## src/rtl/lpc_pkg.sv

```systemverilog
package lpc_pkg;

    typedef enum logic [2:0] {
        ST_RESET  = 3'd0,
        ST_READY  = 3'd1,
        ST_ACTIVE = 3'd2,
        ST_DSUSP  = 3'd3,
        ST_LOWPWR = 3'd4,
        ST_HSTOP  = 3'd5
    } lstate_e;

    localparam int unsigned STW = 3;

    typedef struct packed {
        lstate_e st;
        logic    evt;
        lstate_e evt_code;
    } lpc_regs_t;

    localparam lpc_regs_t LPC_RST = '{st: ST_RESET, evt: 1'b0, evt_code: ST_RESET};

endpackage

```

## src/rtl/lpc_host_decode.sv

```systemverilog
// Filters host target-state writes against the current state.
module lpc_host_decode
    import lpc_pkg::*;
(
    input  lstate_e            cur,
    input  logic               wr_en,
    input  logic [STW-1:0]     wr_code,
    output logic               req_vld,
    output lstate_e            req_st
);
    always_comb begin
        req_vld = 1'b0;
        req_st  = cur;
        if (wr_en) begin
            case (wr_code)
                3'd0: begin
                    if (cur != ST_RESET) begin
                        req_vld = 1'b1;
                        req_st  = ST_RESET;
                    end
                end
                3'd2: begin
                    if (cur == ST_READY || cur == ST_HSTOP) begin
                        req_vld = 1'b1;
                        req_st  = ST_ACTIVE;
                    end
                end
                3'd5: begin
                    if (cur == ST_ACTIVE || cur == ST_DSUSP || cur == ST_LOWPWR) begin
                        req_vld = 1'b1;
                        req_st  = ST_HSTOP;
                    end
                end
                default: ;
            endcase
        end
    end
endmodule

```

## src/rtl/lpc_dwell_timer.sv

```systemverilog
// Counts consecutive idle cycles spent in the suspended state.
module lpc_dwell_timer #(
    parameter int unsigned LP_CYC = 8
) (
    input  logic clk,
    input  logic rst_n,
    input  logic run,
    output logic expire
);
    localparam int unsigned CW = $clog2(LP_CYC + 1);
    localparam logic [CW-1:0] LAST = CW'(LP_CYC - 1);
    localparam logic [CW-1:0] TOP  = CW'(LP_CYC);

    logic [CW-1:0] cnt_d, cnt_q;

    always_comb begin
        cnt_d = cnt_q;
        if (!run)
            cnt_d = '0;
        else if (cnt_q != TOP)
            cnt_d = cnt_q + 1'b1;
    end

    always_ff @(posedge clk or negedge rst_n) begin
        if (!rst_n) cnt_q <= '0;
        else        cnt_q <= cnt_d;
    end

    assign expire = run && (cnt_q == LAST);
endmodule

```

## src/rtl/lpc_next.sv

```systemverilog
// Next-state selection with the priority of R12.
module lpc_next
    import lpc_pkg::*;
(
    input  lstate_e cur,
    input  logic    init_done,
    input  logic    req_vld,
    input  lstate_e req_st,
    input  logic    link_idle,
    input  logic    wake_any,
    input  logic    lp_expire,
    output lstate_e nxt
);
    always_comb begin
        nxt = cur;
        if (req_vld) begin
            nxt = req_st;
        end else begin
            case (cur)
                ST_RESET:  if (init_done) nxt = ST_READY;
                ST_ACTIVE: if (link_idle) nxt = ST_DSUSP;
                ST_DSUSP: begin
                    if (wake_any)       nxt = ST_ACTIVE;
                    else if (lp_expire) nxt = ST_LOWPWR;
                end
                ST_LOWPWR: if (wake_any) nxt = ST_ACTIVE;
                default: ;
            endcase
        end
    end
endmodule

```

## src/rtl/link_pwr_ctrl.sv

```systemverilog
module link_pwr_ctrl
    import lpc_pkg::*;
#(
    parameter int unsigned LP_CYC = 8
) (
    input  logic           clk,
    input  logic           rst_n,
    input  logic           init_done,
    input  logic           tgt_wr,
    input  logic [STW-1:0] tgt_state,
    input  logic           link_idle,
    input  logic           wake,
    input  logic           db_ring,
    output logic [STW-1:0] state_o,
    output logic           mmio_ok,
    output logic           proc_en,
    output logic           evt_vld,
    output logic [STW-1:0] evt_code
);
    lpc_regs_t r_d, r_q;
    logic      req_vld;
    lstate_e   req_st;
    lstate_e   nxt;
    logic      lp_expire;
    logic      tmr_run;

    lpc_host_decode u_dec (
        .cur     (r_q.st),
        .wr_en   (tgt_wr),
        .wr_code (tgt_state),
        .req_vld (req_vld),
        .req_st  (req_st)
    );

    assign tmr_run = (r_q.st == ST_DSUSP) && link_idle;

    lpc_dwell_timer #(.LP_CYC(LP_CYC)) u_tmr (
        .clk    (clk),
        .rst_n  (rst_n),
        .run    (tmr_run),
        .expire (lp_expire)
    );

    lpc_next u_nxt (
        .cur       (r_q.st),
        .init_done (init_done),
        .req_vld   (req_vld),
        .req_st    (req_st),
        .link_idle (link_idle),
        .wake_any  (wake | db_ring),
        .lp_expire (lp_expire),
        .nxt       (nxt)
    );

    always_comb begin
        r_d     = r_q;
        r_d.st  = nxt;
        r_d.evt = (nxt != r_q.st);
        if (nxt != r_q.st)
            r_d.evt_code = nxt;
    end

    always_ff @(posedge clk or negedge rst_n) begin
        if (!rst_n) r_q <= LPC_RST;
        else        r_q <= r_d;
    end

    assign state_o  = r_q.st;
    assign mmio_ok  = (r_q.st != ST_RESET);
    assign proc_en  = (r_q.st == ST_ACTIVE);
    assign evt_vld  = r_q.evt;
    assign evt_code = r_q.evt_code;
endmodule

```

## config.mk

```make
export PLATFORM = sky130hd
export DESIGN_NAME = link_pwr_ctrl
export DESIGN_NICKNAME = d
export VERILOG_FILES = /design/src/rtl/lpc_pkg.sv /design/src/rtl/lpc_host_decode.sv /design/src/rtl/lpc_dwell_timer.sv /design/src/rtl/lpc_next.sv /design/src/rtl/link_pwr_ctrl.sv
export SDC_FILE = /design/constraint.sdc
export NUM_CORES = 1
export LEC_CHECK = 0
export BUFFER_PORTS_ARGS = -buffer_cell sky130_fd_sc_hd__buf_2
export CAP_MARGIN = 20
export CORE_ASPECT_RATIO = 1.1
export CORE_MARGIN = 2
export CORE_UTILIZATION = 45
export CTS_CLUSTER_SIZE = 20
export DETAILED_ROUTE_END_ITERATION = 8
export HOLD_SLACK_MARGIN = 0.1
export PLACE_DENSITY = 0.66
export SYNTH_ARGS = -nofsm -noshare
export SYNTH_HDL_FRONTEND = slang
export SYNTH_SLANG_ARGS = --single-unit
```

## constraint.sdc

```tcl
create_clock -name clk -period 2.8 [get_ports clk]
set_clock_uncertainty 0.05 [all_clocks]
set_input_delay 0.56 -clock clk [delete_from_list [all_inputs] [get_ports clk]]
set_output_delay 0.56 -clock clk [all_outputs]
set_load 0.05 [all_outputs]
```

==> Word-level counts from Yosys, hierarchy flattened <==
Cells that the tools add are included.
{ "word_totals": {"memories": 0, "rom_bits": 0, "ram_bits": 0, "latchBits": 0, "wordCells": 44, "reg_bits": 11, "out_inout_bits": 9} }
{ "classes": {"multipliers": 0, "shifts": 0, "magnitude_cmp": 0, "n_mux": 19, "add_sub_neg": 1, "n_reduce_logical": 8, "n_eq_ne": 11, "n_bitwise": 1, "div": 0} }
{ "op_table": {"columns": ["op", "count"], "rows": [
  ["3-bit 2-to-1 mux", 10],
  ["3-bit case mux with 4 select lines", 1],
  ["3-bit by 2-bit == test with 1-bit output, second input constant", 3],
  ["3-bit == test, second input constant", 3],
  ["3-bit case mux with 3 select lines", 1],
  ["4-bit 2-to-1 mux", 2],
  ["3-bit zero test", 2],
  ["4-bit by 1-bit adder with 4-bit output, second input constant", 1],
  ["4-bit by 3-bit == test with 1-bit output, second input constant", 1],
  ["1-bit 2-to-1 mux", 4],
  ["4-bit inequality test, second input constant", 1],
  ["3-bit by 1-bit == test with 1-bit output, second input constant", 1],
  ["1-bit logical OR", 3],
  ["3-bit inequality test", 1],
  ["1-bit case mux with 3 select lines", 1],
  ["3-bit nonzero test", 1],
  ["1-bit logical AND", 2],
  ["2-bit inequality test, second input constant", 1],
  ["1-bit OR", 1]
]} }

==> Depth between registers and ports, before layout <==
{ "depth": {"depth_word": 8, "depth_mapped": 8, "mapped_depth_nobuf": 7} }

==> Cells and area by module <==
A second synthesis with hierarchy kept.
{ "unflattened": {"cells_unflattened": 79, "area_unflattened_um2": 774.5} }
{ "modules_own_cells": {"columns": ["mod", "cells_each", "area_each_um2", "instances", "seq_area_each_um2"], "rows": [
  ["link_pwr_ctrl", 19, 295.3, 1, 175.2],
  ["lpc_dwell_timer", 21, 234.0, 1, 100.1],
  ["lpc_host_decode", 22, 136.4, 1, 0.0],
  ["lpc_next", 17, 108.9, 1, 0.0]
]} }

==> Worst setup path after synthesis <==
No wires, ideal clock.
{ "synth_timing": {"kind": "register -> output", "startpoint": "reg r_q, in the netlist state_o[1]", "endpoint": "out proc_en", "t_required_ns": 2.190, "path_slack_ns": 0.038, "path_stages_with_launch": 4, "arrival_time_ns": 2.152, "cell_sequence": "dfrtp_1 > buf_6 > buf_2 > nor3b_1"} }
{ "synth_via": {"elab_chain_len": 1} }
{ "synth_lines": {"columns": ["element", "line", "rtl"], "rows": [
  ["start: declaration", "link_pwr_ctrl.sv:20", "lpc_regs_t r_d, r_q;"],
  ["start signal: assignment", "link_pwr_ctrl.sv:65", "else r_q <= r_d;"],
  ["3-bit by 2-bit == test with 1-bit output", "link_pwr_ctrl.sv:70", "assign proc_en = (r_q.st == ST_ACTIVE);"],
  ["end: declaration", "link_pwr_ctrl.sv:16", "output logic proc_en,"]
]} }
Every way passes these cells.

==> Worst setup path after layout <==
{ "layout_timing": {"startpoint": "reg r_q, in the netlist state_o[0]", "endpoint": "reg r_q, in the netlist evt_code[0]"} }
{ "layout_via": {"elab_chain_len": 8, "word_cells_on_any_way": 30, "cone_classes": "eq/ne (6); mux (17); reduce/logical (7)"} }
{ "layout_lines": {"columns": ["element", "line", "rtl"], "rows": [
  ["3-bit by 2-bit == test with 1-bit output (on tied branches)", "lpc_host_decode.sv:29, lpc_next.sv:19, link_pwr_ctrl.sv:35", null],
  ["1-bit logical AND or 1-bit logical OR (tied branches)", "link_pwr_ctrl.sv:35, lpc_host_decode.sv:29", null],
  ["1-bit logical AND or 1-bit logical OR (tied branches)", "lpc_dwell_timer.sv:29, lpc_host_decode.sv:29", null],
  ["3-bit 2-to-1 mux (tied with other cells)", "lpc_next.sv:24", "else if (lp_expire) nxt = ST_LOWPWR;"],
  ["3-bit 2-to-1 mux (tied with other cells)", "lpc_next.sv:23", "if (wake_any) nxt = ST_ACTIVE;"],
  ["3-bit case mux with 4 select lines (tied with other cells)", "lpc_next.sv:19", "case (cur)"],
  ["3-bit 2-to-1 mux", "lpc_next.sv:16", "if (req_vld) begin"],
  ["3-bit inequality test", "link_pwr_ctrl.sv:59", "if (nxt != r_q.st)"]
]} }
Several ways; a longest one is shown, not always the timed one.
A chain may end at the register's enable or synchronous reset.

==> results.toml <==
[timing]
finalSetupViolations = 0
final.min_clock_period_ns = 2.37
slew_viol_final = 0
tightest_slew_ns = 0.519
slew_headroom_pct = 65.4
setup_tns_ns = 0
rsz0062_at_grt = "false"
fmax_mhz = 422
hold_viol = 0
period_share_pct = 84.6

[yosys]
synth_edf_count = 0
ys_warn_count = 0
synth_common_cells = "nor2_1 (13), nand2_1 (12), dfrtp_1 (11)"
synth-seq-cells = 11
yosys.cell_types.count = 44
synth_top_flop_cell = "dfrtp_1"
synth.top_cells.by_area = "dfrtp_1 (33%), nor2_1 (5.8%), nand2_1 (5.4%)"
synth_area_leader_cell = "dfrtp_1"
netlist_instances = 98
synthesis.area_um2 = 841
syn_nets = 110
synth_top_cell_area_share_pct = 32.7
synth_area_per_cell_um2 = 8.58
yosysSeqAreaShare_pct = 32.7
synth_most_common_cell = "nor2_1"
async_reset_ff_share_pct = 100

[die]
io_pins = 19
initial_core_util_pct = 47.7
core_um2 = 1760
dieHeight_um = 49.3
dieArea_um2 = 2230
die_w_um = 45.2
rows = 16

[layout]
final_cell_count_no_fill = 133
syn2layout_area_growth_pct = 12.9
final_cell_area_um2 = 950
n_fill_cell = 174
antenna_cells = 0
nNetsFinal = 128
layout-drive-gt1-share_pct = 27.8

[cts]
cts_max_level = 1
post_cts_resize_count = 0
numClockSinks = 11
root_buffer = "clkbuf_4"
numCtsBuffers = 3
clk_latency_ns = 0.26
hold_buffers = 0
clk_pin_slew_ns = 0.07
cts_setup_buffers = 0
cts_tree = "done"
cts_buffer_depth = 2

[placement]
dpl.hpwl_um = 1390
place_area_um2 = 923
io_buffers = 18
dpl.cell_count = 129
gp_congestion = 0.731

[detailed_routing]
routed_wl_um = 1840
antenna_left = 0
wl_per_cell_um = 13.9
routed-via-count = 778
viasPerCell = 5.85
firstDrtPassIters = 4
drt_iter0_markers = 17
drc = 0

[global_route]
grt_pass1_vias = 748
grt_overflow = 0
antenna_found_initial = 0
grt_max_degree = 13
grt_pass1_wl_um = 3130
grt_usage_pct = 18.5

[worst_hold_path]
hold_class = "input pin to async pin"

[setup_path]
worst_ep_arrival_time_ns = 2.47
critical_path_class = "flip-flop to flip-flop"
rr_worst_depth = 6
endpoint_kind = "flip-flop"
path_max_fanout = 12
startpoint_type = "flip-flop"
required_ns = 2.90

[power_and_ir_drop]
p_per_area_nw_per_um2 = 818
p_leak_nw = 0.451
vdd.ir_drop.worst_uv = 401

[status]
outcome = "finished clean"

[flow_run]
max_cap_viol_count = 0
path summary, 6_finish.rpt:
check / from / end / slack (ns)
worst max-delay path: state_o[0]$_DFF_PN0_ / evt_code[0]$_DFFE_PN0P_ / 0.43
worst min-delay path: rst_n / evt_code[0]$_DFFE_PN0P_ / 0.11
worst max register to register: state_o[0]$_DFF_PN0_ / evt_code[0]$_DFFE_PN0P_ / 0.43
worst min register to register: evt_code[2]$_DFFE_PN0P_ / evt_code[2]$_DFFE_PN0P_ / 0.46
max in group asynchronous: rst_n / u_tmr.cnt_q[1]$_DFFE_PN0P_ / 2.39
min in group clk: evt_code[2]$_DFFE_PN0P_ / evt_code[2]$_DFFE_PN0P_ / 0.46
power breakdown:
part | total (mW) | internal [mW] | switching [mW]
Clock | 0.105 | 0.0551 | 0.0495
Sequential | 0.245 | 0.196 | 0.0493
Combinational | 0.426 | 0.145 | 0.281
Total | 0.776 | 0.396 | 0.380
placed cells by master, fill, tap and decap left out, types with 2 or more instances in the layout:
| cell type | instances |
|---|---|
| a21oi_1 | 5 |
| a2bb2oi_1 | 2 |
| buf_2 | 18 |
| buf_4 | 3 |
| clkbuf_4 | 3 |
| dfrtp_1 | 11 |
| ha_1 | 2 |
| inv_1 | 3 |
| mux2i_1 | 2 |
| nand2_1 | 12 |
| nand2b_1 | 2 |
| nand3_1 | 2 |
| nor2_1 | 13 |
| o211a_1 | 2 |
| o211ai_1 | 2 |
| o21ai_0 | 2 |
| or2_2 | 2 |
| xor2_1 | 3 |
cell type report:
| type | count | area (µm²) | share of cell area (%) |
|---|---|---|---|
| sequential | 11 | 275 | 29.0 |
| inverter | 4 | 15.0 | 1.58 |
| tap | 18 | 22.5 | 2.37 |
| multi-input combinational | 75 | 498 | 52.4 |
| timing repair buffer | 21 | 113 | 11.9 |
| clock buffer | 4 | 26.3 | 2.77 |
worst max-delay path, stage by stage (launching register included):
cell,delay [ns]
dfrtp_1,0.61
inv_2,0.16
nor4_1,0.40
o221ai_2,0.30
o211a_1,0.18
o211a_1,0.21
a311o_1,0.34
kinds of logic after synthesis:
family	count (synthesis)	share of synthesized area (%)
buffers and inverters	12	8.04
XOR/XNOR	4	4.17
flip-flops	11	32.7
AO/OA/AOI/OAI	26	24.3
AND/OR/NAND/NOR	40	24.1
multiplexers	3	3.72
adder cells (fa/ha/maj)	2	2.98
sequential cells by signal, indices dropped and copies added, names as in the netlist:
name and cells:
state_o 3, u_tmr.cnt_q 4, evt_code 3, evt_vld 1
metal layers:
metal | vias up | global-route usage (%) | part of all wire [%]
met2 | 16 | 33.8 | 55
met4 | 0 | 7.84 | 0.27
met5 | - | 0 | 0
li1 | 384 | - | -
met1 | 376 | 20.7 | 41
met3 | 2 | 1.85 | 4.0
stage by stage:
| stage | worst slack (ns) | power, mW | hold WS [ns] | utilization [%] |
|---|---|---|---|---|
| final | 0.431 | 0.776 | 0.106 | 53.9 |
| after floorplan | 0.0379 | 0.589 | 0.214 | - |
| after CTS | 0.432 | 0.784 | 0.104 | 53.9 |
| after detailed placement | 0.406 | 0.675 | 0.394 | 52.4 |
| after global routing | 0.247 | 0.830 | 0.109 | 53.9 |
| after global placement | 0.450 | 0.669 | 0.387 | 52.4 |
Note: power is estimated with default switching activity, not from simulation.
